## src/rtl/bru_pkg.sv

```systemverilog
package bru_pkg;
    typedef enum logic [0:0] {
        ST_IDLE = 1'b0,
        ST_WAIT = 1'b1
    } bru_state_t;
endpackage

```

## src/rtl/bru_target.sv

```systemverilog
module bru_target #(
    parameter int AW = 32,
    parameter int DW = 24
) (
    input  logic [AW-1:0] pc,
    input  logic [DW-1:0] disp,
    input  logic          abs_sel,
    input  logic          to_ctr,
    input  logic [AW-3:0] ctr_hi,
    output logic [AW-1:0] tgt,
    output logic [AW-1:0] seq
);
    localparam int EXT = AW - DW - 2;

    logic [AW-1:0] disp_ext;

    always_comb begin
        disp_ext = {{EXT{disp[DW-1]}}, disp, 2'b00};
        seq      = pc + AW'(4);
        if (to_ctr)
            tgt = {ctr_hi, 2'b00};
        else if (abs_sel)
            tgt = disp_ext;
        else
            tgt = pc + disp_ext;
    end
endmodule

```

## src/rtl/bru_spr.sv

```systemverilog
module bru_spr #(
    parameter int AW  = 32,
    parameter int CRN = 32,
    localparam int IW = $clog2(CRN)
) (
    input  logic          clk,
    input  logic          rst_n,
    input  logic          link_en,
    input  logic [AW-1:0] link_val,
    input  logic          ctr_ld_en,
    input  logic [AW-1:0] ctr_ld_data,
    input  logic          ctr_dec_en,
    input  logic          cr_wr_en,
    input  logic [IW-1:0] cr_wr_idx,
    input  logic          cr_wr_val,
    input  logic          cr_hold_en,
    input  logic [IW-1:0] cr_hold_idx,
    output logic [AW-1:0] lr,
    output logic [AW-1:0] ctr,
    output logic [CRN-1:0] cr,
    output logic [CRN-1:0] cr_pend
);
    always_ff @(posedge clk or negedge rst_n) begin
        if (!rst_n) begin
            lr  <= '0;
            ctr <= '0;
        end else begin
            if (link_en)
                lr <= link_val;
            if (ctr_ld_en)
                ctr <= ctr_ld_data;
            else if (ctr_dec_en)
                ctr <= ctr - AW'(1);
        end
    end

    for (genvar i = 0; i < CRN; i++) begin : g_crbit
        always_ff @(posedge clk or negedge rst_n) begin
            if (!rst_n) begin
                cr[i]      <= 1'b0;
                cr_pend[i] <= 1'b0;
            end else begin
                if (cr_wr_en && cr_wr_idx == IW'(i))
                    cr[i] <= cr_wr_val;
                if (cr_hold_en && cr_hold_idx == IW'(i))
                    cr_pend[i] <= 1'b1;
                else if (cr_wr_en && cr_wr_idx == IW'(i))
                    cr_pend[i] <= 1'b0;
            end
        end
    end

    AST_CTR_LOAD_WINS: assert property (@(posedge clk) disable iff (!rst_n)
        ctr_ld_en |=> ctr == $past(ctr_ld_data));
    AST_WRITE_CLEARS_PEND: assert property (@(posedge clk) disable iff (!rst_n)
        (cr_wr_en && !(cr_hold_en && cr_hold_idx == cr_wr_idx)) |=> !cr_pend[$past(cr_wr_idx)]);
endmodule

```

## src/rtl/branch_resolver.sv

```systemverilog
module branch_resolver
    import bru_pkg::*;
#(
    parameter int AW  = 32,
    parameter int DW  = 24,
    parameter int CRN = 32,
    localparam int IW = $clog2(CRN)
) (
    input  logic           clk,
    input  logic           rst_n,
    input  logic           br_valid,
    output logic           br_ready,
    input  logic           br_to_ctr,
    input  logic           br_abs,
    input  logic           br_link,
    input  logic           br_dec,
    input  logic           br_use_cond,
    input  logic [IW-1:0]  br_cond_idx,
    input  logic           br_cond_want,
    input  logic           br_hint,
    input  logic [AW-1:0]  br_pc,
    input  logic [DW-1:0]  br_disp,
    input  logic           cr_hold_en,
    input  logic [IW-1:0]  cr_hold_idx,
    input  logic           cr_wr_en,
    input  logic [IW-1:0]  cr_wr_idx,
    input  logic           cr_wr_val,
    input  logic           ctr_ld_en,
    input  logic [AW-1:0]  ctr_ld_data,
    output logic           res_valid,
    output logic           res_taken,
    output logic           res_predicted,
    output logic [AW-1:0]  res_target,
    output logic           flush,
    output logic [AW-1:0]  flush_pc,
    output logic [AW-1:0]  lr_q,
    output logic [AW-1:0]  ctr_q,
    output logic [CRN-1:0] cr_q
);
    bru_state_t state, state_nx;

    logic [CRN-1:0] cr_pend;
    logic [AW-1:0]  tgt, seq;
    logic           accept, known, ctr_ok, taken, park;

    logic [IW-1:0]  w_idx;
    logic           w_want, w_ctr_ok, w_guess;
    logic [AW-1:0]  w_tgt, w_seq;
    logic           settle, actual;

    bru_target #(.AW(AW), .DW(DW)) u_tgt (
        .pc      (br_pc),
        .disp    (br_disp),
        .abs_sel (br_abs),
        .to_ctr  (br_to_ctr),
        .ctr_hi  (ctr_q[AW-1:2]),
        .tgt     (tgt),
        .seq     (seq)
    );

    bru_spr #(.AW(AW), .CRN(CRN)) u_spr (
        .clk         (clk),
        .rst_n       (rst_n),
        .link_en     (accept && br_link),
        .link_val    (seq),
        .ctr_ld_en   (ctr_ld_en),
        .ctr_ld_data (ctr_ld_data),
        .ctr_dec_en  (accept && br_dec),
        .cr_wr_en    (cr_wr_en),
        .cr_wr_idx   (cr_wr_idx),
        .cr_wr_val   (cr_wr_val),
        .cr_hold_en  (cr_hold_en),
        .cr_hold_idx (cr_hold_idx),
        .lr          (lr_q),
        .ctr         (ctr_q),
        .cr          (cr_q),
        .cr_pend     (cr_pend)
    );

    // Decision logic for the presented branch
    always_comb begin
        accept = br_valid && (state == ST_IDLE);
        known  = !br_use_cond || !cr_pend[br_cond_idx];
        ctr_ok = !br_dec || ((ctr_q - AW'(1)) != '0);
        if (!br_use_cond)
            taken = ctr_ok;
        else if (known)
            taken = ctr_ok && (cr_q[br_cond_idx] == br_cond_want);
        else
            taken = ctr_ok && br_hint;
        park   = accept && !known;
        settle = (state == ST_WAIT) && cr_wr_en && (cr_wr_idx == w_idx);
        actual = w_ctr_ok && (cr_wr_val == w_want);
    end

    // State register
    always_ff @(posedge clk or negedge rst_n) begin
        if (!rst_n)
            state <= ST_IDLE;
        else
            state <= state_nx;
    end

    // Next state and outputs
    always_comb begin
        state_nx      = state;
        br_ready      = 1'b0;
        res_valid     = 1'b0;
        res_taken     = 1'b0;
        res_predicted = 1'b0;
        res_target    = seq;
        unique case (state)
            ST_IDLE: begin
                br_ready      = 1'b1;
                res_valid     = accept;
                res_taken     = accept && taken;
                res_predicted = park;
                res_target    = taken ? tgt : seq;
                if (park)
                    state_nx = ST_WAIT;       // T_PARK
            end
            ST_WAIT: begin
                if (settle)
                    state_nx = ST_IDLE;       // T_SETTLE
            end
            default: state_nx = ST_IDLE;
        endcase
    end

    // Parked branch record and recovery
    always_ff @(posedge clk or negedge rst_n) begin
        if (!rst_n) begin
            w_idx    <= '0;
            w_want   <= 1'b0;
            w_ctr_ok <= 1'b0;
            w_guess  <= 1'b0;
            w_tgt    <= '0;
            w_seq    <= '0;
            flush    <= 1'b0;
            flush_pc <= '0;
        end else begin
            if (park) begin
                w_idx    <= br_cond_idx;
                w_want   <= br_cond_want;
                w_ctr_ok <= ctr_ok;
                w_guess  <= taken;
                w_tgt    <= tgt;
                w_seq    <= seq;
            end
            flush <= settle && (actual != w_guess);
            if (settle)
                flush_pc <= actual ? w_tgt : w_seq;
        end
    end

    AST_FLUSH_PULSE: assert property (@(posedge clk) disable iff (!rst_n)
        flush |=> !flush);
    AST_FLUSH_AFTER_WAIT: assert property (@(posedge clk) disable iff (!rst_n)
        flush |-> $past(state == ST_WAIT));
    AST_WAIT_BLOCKS: assert property (@(posedge clk) disable iff (!rst_n)
        !br_ready |-> !res_valid);
    AST_NOCOND_SAME_CYCLE: assert property (@(posedge clk) disable iff (!rst_n)
        (br_valid && br_ready && !br_use_cond) |-> (res_valid && !res_predicted));
    AST_LOOP_TEST: assert property (@(posedge clk) disable iff (!rst_n)
        (res_valid && br_dec && !br_use_cond) |-> (res_taken == (ctr_q != AW'(1))));
    AST_LINK_LOAD: assert property (@(posedge clk) disable iff (!rst_n)
        (res_valid && br_link) |=> lr_q == $past(br_pc) + AW'(4));
    AST_CTR_ALIGNED: assert property (@(posedge clk) disable iff (!rst_n)
        (res_taken && br_to_ctr) |-> res_target[1:0] == 2'b00);
endmodule

```

## config.mk

```make
export PLATFORM = sky130hd
export DESIGN_NAME = branch_resolver
export DESIGN_NICKNAME = d
export VERILOG_FILES = /design/src/rtl/bru_pkg.sv /design/src/rtl/bru_target.sv /design/src/rtl/bru_spr.sv /design/src/rtl/branch_resolver.sv
export SDC_FILE = /design/constraint.sdc
export NUM_CORES = 1
export LEC_CHECK = 0
export BUFFER_PORTS_ARGS = -buffer_cell sky130_fd_sc_hd__buf_2
export CORE_UTILIZATION = 30
export CTS_CLUSTER_DIAMETER = 50
export CTS_CLUSTER_SIZE = 14
export DETAILED_ROUTE_END_ITERATION = 8
export HOLD_SLACK_MARGIN = 0.15
export PLACE_DENSITY = 0.46
export SYNTH_ARGS = -nofsm -noshare
export SYNTH_HDL_FRONTEND = slang
export SYNTH_HIERARCHICAL = 1
export SYNTH_SLANG_ARGS = --single-unit
```

## constraint.sdc

```tcl
create_clock -name clk -period 3.5 [get_ports clk]
set_clock_uncertainty 0.2 [all_clocks]
set_input_delay 0.175 -clock clk [delete_from_list [all_inputs] [get_ports clk]]
set_output_delay 0.175 -clock clk [all_outputs]
set_load 0.01 [all_outputs]
```

==> results.toml <==
[placement]
gp_congestion = 0.873
place_area_um2 = 16400
dpl.hpwl_mm = 37.6
port_buffers = 281

[route]
first_pass_iters = 5
drc_errors = 0
wl_mm = 53.0
drtIter0Drc = 922
ant_nets = 0
viasPerCell = 5.19
via_count = 12800
wire_per_inst_um = 21.5

[floorplanning]
die_w_um = 218
die_y_um = 218
io_pins = 282
start_util_pct = 30.6
rows = 78
core_area_um2 = 45700
dieArea_um2 = 47500

[synthesis]
synthArstFlopShare_pct = 100
ys_seq_elements = 234
syn-cell-area_um2 = 14000
synth.yosys.warnings = 6
synth_nets = 1464
avgSynthCellArea_um2 = 10.6
yosysUniqueCellTypes = 91
yosysSeqAreaShare_pct = 41.9
syn-instance-count = 1315
synth-edff-count = 0
synth_flop_cell = "dfrtp_1"

[worst_setup_path]
worstPathArrival_ns = 3.17
path_buf_inv = 4
rr_worst_depth = 6
worstPathMaxFanout = 8
required_ns = 3.12
cp.depth = 11
crit_top_cell = "buf_12"
cp-start-kind = "flip-flop"
crit_slowest_cell = "o41ai_4"
end_kind = "primary output"
crit_path_max_incr_delay_ns = 0.47
path_cells = "nor4_4 > buf_4 > nand4_1 > nor3_2 > nand2_1 > o41ai_4 > nor3_4 > buf_12 > buf_12 > mux2_4 > buf_6"
worstSetupPathType = "reg -> out"
critPathTopFamily = "simple AND/OR/NAND/NOR gates"

[cts]
numClockSinks = 234
clk_latency_ns = 0.54
root_buffer = "clkbuf_16"
cts_made_buffers = 37
cts_htree_levels = 2
clockBufferDepth = 3
cts_tree = "built"
path_clk_slew_ns = 0.06

[layout]
fin_area_um2 = 20100
final_util_pct = 43.9
fill_cells = 4390
area_growth_pct = 43.5
fin_nets = 1984
final_common_cell = "buf_2"
drive_gt1_share_pct = 35.7
layout_common_cells = "buf_2, dfrtp_1, dlygate4sd3_1"

[sta]
holdWs_ns = 0.192
slew_violations = 0
fmax_mhz = 282
worst_slack_ns = -0.0444
slew_headroom_pct = 53.7
fin_tns_setup_ns = -0.975
finalCriticalPeriod_ns = 3.54
worstMarginPinSlew_ns = 0.693
hold_viol = 0
finalSetupViolations = 32
rsz0062_at_grt = "yes"
min_period_over_period_pct = 101

[flow_run]
cap_violations = 0

[pwr]
power.leakage_nw = 8.80
ir_drop_mv = 0.347
power.density_nw_per_um2 = 612
finalPower_mw = 12.3

[grt]
grt_pass1_vias = 13100
grt_pass1_wl_mm = 80.6
grt_use_total_pct = 22.2
antenna_found_initial = 2
grt_overflow = 0
grt_max_degree = 80

[status]
status = "finished, violations left"
violations = "setup timing"

[min_path]
whs_path_depth = 6
hp-class = "in -> reg"
==> timing repair <==
action | 4_1_cts | 5_1_grt
pin swaps | 4 | 11
cloned | 3 | 0
resized for setup | 51 | 24
hold buffers | 191 | 0
setup endpoints to repair | 32 | 35
setup buffers | 9 | 5
hold endpoints to repair | 434 | 0
==> path summary, 6_finish.rpt <==
kind | startpoint | to | slack (ns)
setup / recovery | u_spr/ctr[5] | res_target[14] | -0.04
hold / removal | br_dec | w_ctr_ok | 0.19
setup reg to reg | u_spr/ctr[10] | u_spr/ctr[21] | 0.24
hold reg to reg | flush_pc[26] | flush_pc[26] | 0.27
max in group asynchronous | rst_n | u_spr/ctr[1] | 2.03
min in group asynchronous | rst_n | w_tgt[9] | 0.65
==> report_power, final <==
group	total, mW	switching (mW)	internal (mW)	leakage (nW)
sequential	4.19	0.538	3.66	2.87
clock	3.72	1.49	2.23	0.602
combinational	4.37	2.07	2.30	5.33
==> area by class of cell <==
cell class	instances	area (µm²)	area share, %
Antenna cell	2	5.00	0.0249
Sequential cell	234	5870	29.3
Multi-Input combinational cell	995	7890	39.3
Timing Repair Buffer	549	4240	21.1
Inverter	18	67.6	0.337
Clock inverter	22	223	1.11
Clock buffer	44	1020	5.11
Tap cell	600	751	3.74
==> per-layer routing <==
layer	global-route usage, %	part of all wire (%)	routed length (µm)	vias to the layer above
met4	5.97	1.9	1010	4
li1	-	-	-	5959
met2	36.0	47	25000	358
met3	3.32	5.1	2690	64
met1	30.8	46	24300	6415
met5	0	0.045	24	-
==> cell families (layout without fill, tap and decap cells) <==
family,after synthesis,after routing,share of synthesized area [%]
and+or+nand+nor,384,384,14.5
AOI/OAI and AO/OA,282,282,13.6
DFF,234,234,41.9
muxes,223,223,19.4
buffers and inverters,86,633,2.95
xor gates and xnor gates,74,74,4.64
adders and majority gates,32,32,2.92
other,0,2,0
==> cells in the mapped netlist (13+ instances only) <==
library cell    n  area [µm²]
dfrtp_1       234        5860
nor4_1         15        93.8
xnor2_1        42         368
or4_1          17         128
nor2b_1        16         100
mux2_4         31         465
mux2_2        140        1580
o31ai_1        17         128
o21ai_0        80         400
nor2_1         60         225
ha_1           31         388
mux2i_1        40         400
a21oi_1        50         250
xor2_1         32         280
a22o_1         13         114
a31oi_1        20         125
clkbuf_1       33         124
and3_1         13        81.3
inv_1          17        63.8
nand3_1        29         145
nand2_1       129         484
nand4_1        26         163
buf_2          16        80.1
==> flip-flops by register name, indices dropped and copies added, names as in the netlist <==
name / flops
flush: 1
w_ctr_ok: 1
u_spr/cr: 32
w_idx: 5
u_spr/cr_pend: 32
w_want: 1
state: 1
u_spr/ctr: 32
w_tgt: 32
w_guess: 1
w_seq: 32
u_spr/lr: 32
flush_pc: 32
==> metrics by stage <==
step | instances | setup slack, ns
after floorplan | 1315 | 0.662
after global placement | 2194 | 0.107
after detailed placement | 2194 | 0.0827
after CTS | 2462 | -0.200
after global routing | 2462 | -0.149
final | 2464 | -0.0444
==> tightest hold or removal path: cells and delay by family <==
family          cells  cell delay, ns
compound gates      1            0.15
buf+inv             2            0.27
simple gates        3            0.30
Power figures use the tool's default switching activity.
